--- src/rtl/usb_in_dma.sv ---
module usb_in_dma #(
  parameter int AW = 16
) (
  input  logic          clk,
  input  logic          rst_n,
  input  logic [AW-1:0] cfg_start_addr,
  input  logic [AW-1:0] cfg_end_addr,
  input  logic [2:0]    cfg_pkt_sel,
  input  logic          cfg_eop_en,
  input  logic          cfg_direct,
  input  logic          start,
  input  logic          irq_clr,
  output logic          busy,
  output logic          irq_end,
  output logic          err,
  output logic          drained,
  output logic          mem_rd_req,
  output logic [AW-1:0] mem_addr,
  input  logic          mem_ack,
  input  logic [7:0]    mem_rdata,
  output logic          ep_wr,
  output logic [7:0]    ep_data,
  output logic          ep_last,
  output logic          ep_eop,
  input  logic          ep_ready,
  input  logic          ep_empty
);
  localparam int PW = 10;

  typedef enum logic [1:0] {S_IDLE, S_FETCH, S_PUSH} state_t;

  state_t          state;
  logic [AW-1:0]   addr, end_q;
  logic [PW-1:0]   psz_m1, pcnt;
  logic [7:0]      data_q;
  logic            eop_q, irq_q, err_q, done_q;

  function automatic logic [PW-1:0] size_m1(input logic [2:0] sel);
    case (sel)
      3'd0:    return PW'(7);
      3'd1:    return PW'(15);
      3'd2:    return PW'(31);
      3'd3:    return PW'(63);
      default: return PW'(511);
    endcase
  endfunction

  logic req_ok, req_bad, last_byte, pkt_end, push_done;

  assign busy      = state != S_IDLE;
  assign req_ok    = start && !busy && cfg_direct && (cfg_end_addr >= cfg_start_addr) && (cfg_pkt_sel <= 3'd4);
  assign req_bad   = start && !busy && !req_ok;
  assign last_byte = addr == end_q;
  assign pkt_end   = (pcnt == psz_m1) || last_byte;
  assign push_done = ep_wr && ep_ready;

  assign mem_rd_req = state == S_FETCH;
  assign mem_addr   = addr;
  assign ep_wr      = state == S_PUSH;
  assign ep_data    = data_q;
  assign ep_last    = ep_wr && pkt_end;
  assign ep_eop     = ep_wr && last_byte && eop_q && (pcnt != psz_m1);
  assign irq_end    = irq_q;
  assign err        = err_q;
  assign drained    = done_q && ep_empty && !busy;

  always_ff @(posedge clk or negedge rst_n) begin
    if (!rst_n) begin
      state  <= S_IDLE;
      addr   <= '0;
      end_q  <= '0;
      psz_m1 <= '0;
      pcnt   <= '0;
      data_q <= '0;
      eop_q  <= 1'b0;
      irq_q  <= 1'b0;
      err_q  <= 1'b0;
      done_q <= 1'b0;
    end else begin
      if (push_done && last_byte) irq_q <= 1'b1;
      else if (irq_clr)           irq_q <= 1'b0;

      if (req_bad)     err_q <= 1'b1;
      else if (req_ok) err_q <= 1'b0;

      case (state)
        S_IDLE: if (req_ok) begin
          addr   <= cfg_start_addr;
          end_q  <= cfg_end_addr;
          psz_m1 <= size_m1(cfg_pkt_sel);
          eop_q  <= cfg_eop_en;
          pcnt   <= '0;
          done_q <= 1'b0;
          state  <= S_FETCH;
        end
        S_FETCH: if (mem_ack) begin
          data_q <= mem_rdata;
          state  <= S_PUSH;
        end
        S_PUSH: if (ep_ready) begin
          if (last_byte) begin
            done_q <= 1'b1;
            state  <= S_IDLE;
          end else begin
            addr  <= addr + AW'(1);
            pcnt  <= pkt_end ? '0 : pcnt + PW'(1);
            state <= S_FETCH;
          end
        end
        default: state <= S_IDLE;
      endcase
    end
  end
endmodule

--- config.mk ---
export PLATFORM = sky130hd
export DESIGN_NAME = usb_in_dma
export DESIGN_NICKNAME = d
export VERILOG_FILES = /design/src/rtl/usb_in_dma.sv
export SDC_FILE = /design/constraint.sdc
export NUM_CORES = 1
export LEC_CHECK = 0
export BUFFER_PORTS_ARGS = -buffer_cell sky130_fd_sc_hd__buf_2
export CAP_MARGIN = 20
export CORE_ASPECT_RATIO = 0.6
export CORE_UTILIZATION = 50
export DETAILED_ROUTE_END_ITERATION = 12
export GPL_TIMING_DRIVEN = 0
export PLACE_DENSITY = 0.87
export SETUP_SLACK_MARGIN = 0.15
export SLEW_MARGIN = 20
export SYNTH_ARGS = -nofsm -noshare
export SYNTH_HDL_FRONTEND = slang
export SYNTH_SLANG_ARGS = --single-unit
--- constraint.sdc ---
create_clock -name clk -period 3.3 [get_ports clk]
set_clock_uncertainty 0.1 [all_clocks]
set_input_delay 0.66 -clock clk [delete_from_list [all_inputs] [get_ports clk]]
set_output_delay 0.66 -clock clk [all_outputs]
set_load 0.005 [all_outputs]
### After elaboration in Yosys (flattened, before gate mapping)

Index checks and enable logic that the tools add are counted.

* register bits: 66

* mux-type cells: 22
* reductions and logical operators: 27
* order comparisons: 2
* add/sub/neg operators: 2
* equal/unequal tests: 13

Operator list (number)
* 2-to-1 mux 16 bit: 3
* 2-to-1 mux 10 bit: 4
* one-hot mux 9 bit (4 select lines): 1
* one-hot mux 16 bit (2 select lines): 1
* one-hot mux 10 bit (2 select lines): 1
* adder 16 x 1 -> 16 bit, second input constant: 1
* equality test 16 bit: 1
* >= comparator 16 bit: 1
* logical AND 1 bit: 13
* adder 10 x 1 -> 10 bit, second input constant: 1
* equality test 10 bit: 1
* != test 10 bit: 1
* AND reduction 4 bit: 2
* nonzero test 2 bit: 4
* 2-to-1 mux 1 bit: 7
* equality test 3 x 2 -> 1 bit, second input constant: 2
* 2-to-1 mux 2 bit: 3
* != test 2 x 1 -> 1 bit, second input constant: 3
* one-hot mux 2 bit (3 select lines): 1
* != test 2 bit, second input constant: 2
* AND reduction 2 bit: 2
* equality test 3 x 1 -> 1 bit, second input constant: 1
* less-or-equal comparator 3 bit, second input constant: 1
* zero test 3 bit: 1
* 7 further kinds: 8

### Logic depth before layout (Yosys ltp)

Gate-level depths: netlist of the first run.

* depth in word-level cells: 9
* depth in mapped cells: 9
* gate-level depth less buffers: 8

### Worst setup path after synthesis of the first run

No wires, ideal clock.

* kind: input port to flip-flop
* start point: in cfg_start_addr[13]
* end point: reg addr[5], in the netlist mem_addr[5]
* setup time: 126 ps
* stages: 8
* data required time: 3074 ps
* arrival time: 2655 ps
* buffers on the path: 1
* slack: 419 ps
* cell sequence: inv_1 -> ha_1 -> a21o_1 -> a21o_1 -> a2111oi_0 -> a31oi_1 -> clkbuf_1 -> o32a_1

* cells in the longest elaborated chain, start to end: 5

RTL lines
* start: declaration: RTL line 6 `input logic [AW-1:0] cfg_start_addr,`
* >= comparator 16 bit: RTL line 51 `assign req_ok = start && !busy && cfg_direct && (cfg_end_addr >= cfg_start_addr) && (cfg_pkt_sel <= 3'd4);`
* logical AND 1 bit (2 in series): RTL line 51
* != test 2 bit (no source line)
* AND reduction 4 bit (no source line)
* end signal: assignment: RTL line 88 `addr <= cfg_start_addr;`
* end signal: assignment: RTL line 105 `addr <= addr + AW'(1);`
* end: declaration: RTL line 33 `logic [AW-1:0] addr, end_q;`

No other way between the ends.
A chain may end at the register's enable or synchronous reset.

### Worst setup path in the final report of the first run

* start point: in cfg_start_addr[15]
* end point: reg end_q[1]

* cells in the longest elaborated chain, start to end: 4

RTL lines
* >= comparator 16 bit: RTL line 51
* logical AND 1 bit (2 in series): RTL line 51
* AND reduction 2 bit (no source line)
* end signal: assignment: RTL line 89 `end_q <= cfg_end_addr;`
* end: declaration: RTL line 33

No other way between the ends.

==> results of run 1 <==
[cells in the mapped netlist (all sizes together), types with 5 or more instances]
cell,count,area [um^2]
mux2,27,304
inv,25,93.8
nor2,32,120
and3,22,143
nand2,15,56.3
a21oi,19,95.1
xor2,19,166
a31oi,7,43.8
nor3,10,50.1
ha,18,225
nor4,6,37.5
nand3,13,65.1
dfrtp,61,1530
o32a,10,100
nand4,5,31.3
o21ai,7,35.0
clkbuf,8,30.0
a221o,5,50.1
o21a,5,37.5
[layout make-up]
cell class,instances,area (um^2),area share (%)
Sequential cell,61,1530,34.7
Multi-Input combinational cell,254,1860,42.1
Timing Repair Buffer,85,433,9.83
Inverter,25,93.8,2.13
Clock buffer,11,233,5.28
Buffer,12,68.8,1.56
Tap cell,87,109,2.47
Clock inverter,5,85.1,1.93
[power breakdown]
| group | switching [uW] | leakage (uW) | internal (uW) | total [uW] |
|---|---|---|---|---|
| Clock | 357 | 0.000150 | 664 | 1020 |
| Sequential | 336 | 0.000740 | 1060 | 1400 |
| Combinational | 562 | 0.00130 | 591 | 1150 |
[how the worst min path moves through the flow]
stage | end | slack (ps) | startpoint | cells after the start
after floorplan | done_q$_DFFE_PN0P_ | 260 | rst_n | 0
after global placement | err$_DFFE_PN0P_ | 380 | err$_DFFE_PN0P_ | 2
after detailed placement | ep_data[3]$_DFFE_PN0P_ | 390 | ep_data[3]$_DFFE_PN0P_ | 1
after CTS | end_q[14]$_DFFE_PN0P_ | 340 | rst_n | 1
after global routing | end_q[7]$_DFFE_PN0P_ | 380 | rst_n | 1
final | end_q[14]$_DFFE_PN0P_ | 300 | rst_n | 1
[cell families after synthesis]
logic type      after synthesis  synth area share, %
simple gates                117                 17.2
compound gates               72                 15.0
flops                        61                 43.4
buf+inv                      37                 4.31
mux                          28                 8.94
xor+xnor                     19                 4.73
fa+ha+maj                    18                 6.41
[metal layers]
metal  wire length (um)  GRT usage [%]
met5                  0              0
met4                124           7.73
met3               1080           10.8
met2               4400           44.4
met1               4310           38.8
[worst register-to-register path: stages, from the launching register on]
cell and delay, ps:
dfrtp_1 430, xor2_1 230, nor4_1 500, nand4_1 270, buf_4 240, nand3_1 300
o2bb2ai_2 290, buf_2 350, o22ai_1 130
[per-stage QoR]
step	power, uW	instances	TNS, ps	util [%]
after detailed placement	2510	522	-16450	60.0
after global routing	3760	540	0	65.4
after floorplan	2030	352	0	-
after CTS	3530	540	0	65.1
final	3570	540	0	65.4
after global placement	2430	522	-16760	60.0
[registers in the layout, summed over array words and instances, names as in the netlist]
signal / flops
eop_q: 1
pcnt: 10
err: 1
irq_end: 1
psz_m1: 5
ep_data: 8
state: 2
done_q: 1
end_q: 16
mem_addr: 16
[what timing repair did]
item | CTS | global route
setup buffers | 2 | 0
resized for setup | 6 | 8
pin swaps | 1 | 0
endpoints found under the setup margin | 47 | 47
==> flow_metrics.env, run 1 <==
export IMPL_outcome="completed"
export IMPL_synth_edf_count=0
export IMPL_die_w_um=110
export IMPL_rr_worst_depth=8
export IMPL_cp_num_buf_inv=3
export IMPL_period_minus_slack_ps=3080
export IMPL_ys_seq_area_share_pct=43.4
export IMPL_critPathLaunchType="primary input"
export IMPL_track_usage_pct=29.1
export IMPL_ys_seq_elements=61
export IMPL_ys_flop_type="dfrtp_1"
export IMPL_clkLatencyLatePin_ps=340
export IMPL_critPathSlowestCell="a31oi_2"
export IMPL_final_area_um2=4400
export IMPL_cts_tree="built"
export IMPL_reg2reg_slack_ps=320
export IMPL_port_buffers=83
export IMPL_htreeDepth=3
export IMPL_grt_pass1_vias=3196
export IMPL_power_per_cell_area_nw_per_um2=810
export IMPL_fin_crit_sh_pct=93.5
export IMPL_syn_area_per_cell_um2=9.98
export IMPL_gp_congestion=0.901
export IMPL_max_clock_freq_mhz=324
export IMPL_cts_path_max_buffers=2
export IMPL_end_kind="flip-flop"
export IMPL_grt_pass1_wl_um=15700
export IMPL_firstDrtPassIters=5
export IMPL_dp_slack_ps=-491
export IMPL_cp_depth=9
export IMPL_synth_fp_nets=422
export IMPL_hold_ws_ps=303
export IMPL_r2r_end="mem_addr[11]$_DFFE_PN0P_"
export IMPL_cts_buffers_inserted=9
export IMPL_wl_um=9910
export IMPL_dp_hpwl_um=7170
export IMPL_irDropWorstVdd_mv=0.419
export IMPL_coreArea_um2=6730
export IMPL_area_growth_pct=25.3
export IMPL_netlist_area_um2=3510
export IMPL_grt_max_degree=62
export IMPL_vias=3314
export IMPL_max_slew_margin_pct=47.2
export IMPL_maxCapViolCount=0
export IMPL_clk_pin_slew_ps=60
export IMPL_path_max_fanout=10
export IMPL_ys_warn_count=0
export IMPL_cts_hold_buffers=0
export IMPL_antenna_cells=0
export IMPL_slew_viol_final=0
export IMPL_drive_above_1_share_pct=31.6
export IMPL_slowest_delay_ps=490
export IMPL_final_common_cell="buf_2"
export IMPL_rows=23
export IMPL_cts_sinks=61
export IMPL_synthArstFlopShare_pct=100
export IMPL_placed_area_um2=4040
export IMPL_fin_nets=518
export IMPL_pin_count=84
export IMPL_setup_viol=0
export IMPL_die_h_um=66.9
export IMPL_hold_class="primary input to async pin"
export IMPL_cp_required_ps=3420
export IMPL_finalWorstSetupSlack_ps=216
export IMPL_cts_root_buf="clkbuf_16"
export IMPL_start_util_pct=52.2
export IMPL_grt_antenna_before_repair=0
export IMPL_path_delay_family="compound AO/OA/AOI/OAI gates"
export IMPL_syn_inst=352
export IMPL_drt_iter0_drc=335
export IMPL_die_area_um2=7380
export IMPL_hold_violations=0
export IMPL_rsz0062_at_grt="yes"
export IMPL_wl_per_cell_um=18.4
export IMPL_ant_nets=0
export IMPL_crit_type="primary input to flip-flop"
export IMPL_vias_per_cell=6.14
export IMPL_drc_errors=0
export IMPL_grt_ovfl_total=0
export IMPL_r2r_start="mem_addr[6]$_DFFE_PN0P_"
export IMPL_critPathLaunch="cfg_start_addr[15]"
export IMPL_path_cells="buf_2 > inv_1 > ha_1 > nand4_1 > nor2_1 > o2111ai_1 > a31oi_2 > clkbuf_2 > mux2_2"
export IMPL_p_leak_uw=0.00219
export IMPL_tightestPinTransition_ps=792
export IMPL_yosys_cell_types_count=44
export IMPL_arrival_ps=3210
export IMPL_layout_common_cells="83 x buf_2, 61 x dfrtp_1, 32 x nor2_1"
export IMPL_fillers=546
export IMPL_worstSetupEndpoint="end_q[1]$_DFFE_PN0P_"
No activity file was read; power rests on OpenSTA's default activity.
==> run 2, diff against run 1 <==
--- a/config.mk
+++ b/config.mk
@@ -8,10 +8,10 @@
 export BUFFER_PORTS_ARGS = -buffer_cell sky130_fd_sc_hd__buf_2
 export CAP_MARGIN = 20
 export CORE_ASPECT_RATIO = 0.6
-export CORE_UTILIZATION = 50
+export CORE_UTILIZATION = 54
 export DETAILED_ROUTE_END_ITERATION = 12
 export GPL_TIMING_DRIVEN = 0
-export PLACE_DENSITY = 0.87
+export PLACE_DENSITY = 0.92
 export SETUP_SLACK_MARGIN = 0.15
 export SLEW_MARGIN = 20
 export SYNTH_ARGS = -nofsm -noshare
==> run 2 against run 1 <==
Compared with the run above: core utilization grew 4.4 points; routed wire length down 8.3%; combinational power about the same; largest cell class unchanged.
==> flow_metrics.env, run 2 (same netlist as run 1, synthesis figures left out) <==
export IMPL_outcome="completed"
export IMPL_final_area_um2=4320
export IMPL_cts_buffers_inserted=9
export IMPL_seq_power_share_pct=41.7
export IMPL_finalPower_uw=3330
export IMPL_fin_cells=538
export IMPL_gp_congestion=0.914
export IMPL_grt_max_degree=62
export IMPL_max_clock_freq_mhz=325
export IMPL_dp_hpwl_um=6750
export IMPL_cts_tree="built"
export IMPL_placed_area_um2=4040
export IMPL_hold_class="primary input to async pin"
export IMPL_period_minus_slack_ps=3070
export IMPL_reg2reg_slack_ps=370
export IMPL_setup_tns_ps=0
export IMPL_power_per_cell_area_nw_per_um2=770
export IMPL_tightestPinTransition_ps=778
export IMPL_firstDrtPassIters=5
export IMPL_layout_common_cells="83 x buf_2, 61 x dfrtp_1, 32 x nor2_1"
export IMPL_port_buffers=83
export IMPL_vias_per_cell=6.00
export IMPL_arrival_ps=2310
export IMPL_cpMostUsedCell="clkbuf_2"
export IMPL_fillers=479
export IMPL_wl_per_cell_um=16.9
export IMPL_path_delay_family="buffers and inverters"
export IMPL_path_cells="nand2b_1 > clkbuf_1 > inv_1 > clkbuf_2 > clkbuf_2 > nand2_1 > nor3_1 > buf_2"
export IMPL_cts_path_max_buffers=2
export IMPL_power_share_clock_pct=24.6
export IMPL_rsz0062_at_grt="yes"
export IMPL_cp_num_buf_inv=5
export IMPL_fin_nets=519
export IMPL_wl_um=9090
export IMPL_start_util_pct=56.7
export IMPL_track_usage_pct=29.4
export IMPL_post_route_util_pct=69.8
export IMPL_grt_antenna_before_repair=0
export IMPL_grt_pass1_vias=3130
export IMPL_cts_sinks=61
export IMPL_htreeDepth=3
export IMPL_area_growth_pct=23.0
export IMPL_ant_nets=0
export IMPL_grt_ovfl_total=0
export IMPL_power_internal_uw=2160
export IMPL_multiInputGateArea_um2=1860
export IMPL_drc_errors=0
export IMPL_slew_viol_final=0
export IMPL_setup_viol=0
export IMPL_drt_iter0_drc=265
export IMPL_final_common_cell="buf_2"
export IMPL_critPathLaunchType="flip-flop"
export IMPL_irDropWorstVdd_mv=0.429
export IMPL_dp_cells=519
export IMPL_slowest_delay_ps=400
export IMPL_die_w_um=106
export IMPL_maxCapViolCount=0
export IMPL_cts_root_buf="clkbuf_8"
export IMPL_critPathSlowestCell="dfrtp_1"
export IMPL_seq_area_um2=1530
export IMPL_die_area_um2=6850
export IMPL_clkLatencyLatePin_ps=360
export IMPL_switching_share_pct=35.0
export IMPL_r2r_start="mem_addr[2]$_DFFE_PN0P_"
export IMPL_cts_hold_buffers=0
export IMPL_rows=22
export IMPL_max_slew_margin_pct=48.2
export IMPL_path_max_fanout=10
export IMPL_drive_above_1_share_pct=31.5
export IMPL_end_kind="output port"
export IMPL_p_leak_uw=0.00216
export IMPL_hold_violations=0
export IMPL_vias=3229
export IMPL_die_h_um=64.5
export IMPL_p_comb_share_pct=33.7
export IMPL_grt_pass1_wl_um=15100
export IMPL_coreArea_um2=6190
export IMPL_cp_required_ps=2540
export IMPL_antenna_cells=0
export IMPL_fin_crit_sh_pct=93.1
export IMPL_cp_depth=8
export IMPL_pin_count=84
export IMPL_r2r_end="mem_addr[11]$_DFFE_PN0P_"
export IMPL_clk_pin_slew_ps=60
export IMPL_power_switching_uw=1160
export IMPL_crit_type="flip-flop to output port"
export IMPL_rr_worst_depth=10
==> run 2: cell types whose count changed in the layout (fill, tap and decap cells not counted) <==
cell,before,now
clkbuf_8,0,10
clkbuf_16,9,0
clkbuf_4,2,0
clkinv_4,2,0
buf_4,4,5
bufinv_16,2,3
clkbuf_1,5,6
clkbuf_2,3,4
clkinv_2,0,1
clkinvlp_4,1,0
==> run 2: routing by layer <==
| metal | part of all wire, % | vias to the layer above | global-route usage, % |
|---|---|---|---|
| met2 | 43 | 174 | 41.2 |
| met1 | 44 | 1552 | 40.5 |
| met3 | 11 | 23 | 12.9 |
| met4 | 1.7 | 0 | 9.90 |
| met5 | 0 | - | 0 |
| li1 | - | 1480 | - |
==> run 2: power by group through the flow <==
stage               Combinational, uW  Sequential [uW]  Clock, uW
floorplan                         702             1330          0
global placement                 1060             1360          0
detailed placement               1090             1390          0
CTS                              1110             1380        830
global route                     1250             1440        862
finish                           1120             1390        819
==> run 2: final cells by class <==
cell class                 instances  share of cell area, %
tap                               84                   2.43
sequential                        61                   35.3
multi-input combinational        254                   42.9
buffer                            12                   1.45
clock inverter                     4                   2.20
clock buffer                      12                   3.36
inverter                          25                   2.17
timing repair buffer              86                   10.2
==> run 2: worst max path at each step <==
stage / slack [ps] / start / endpoint
global route: 50 / state[0]$_DFFE_PN0P_ / ep_eop
CTS: 230 / mem_addr[2]$_DFFE_PN0P_ / ep_eop
finish: 230 / state[0]$_DFFE_PN0P_ / ep_eop
detailed placement: -500 / cfg_start_addr[13] / end_q[1]$_DFFE_PN0P_
global placement: -470 / cfg_start_addr[13] / end_q[6]$_DFFE_PN0P_
floorplan: 420 / cfg_start_addr[13] / mem_addr[5]$_DFFE_PN0P_
==> run 2: stage by stage <==
step	worst slack, ps	hold slack (ps)
finish	227	271
global route	47.5	338
CTS	227	302
detailed placement	-503	384
global placement	-470	381
floorplan	419	264
==> run 2: timing repair <==
item                                   CTS  global route
pin swaps                                1             0
resized for setup                        6             2
endpoints found under the hold margin    0             0
setup buffers                            3             0
setup endpoints to repair               39            33
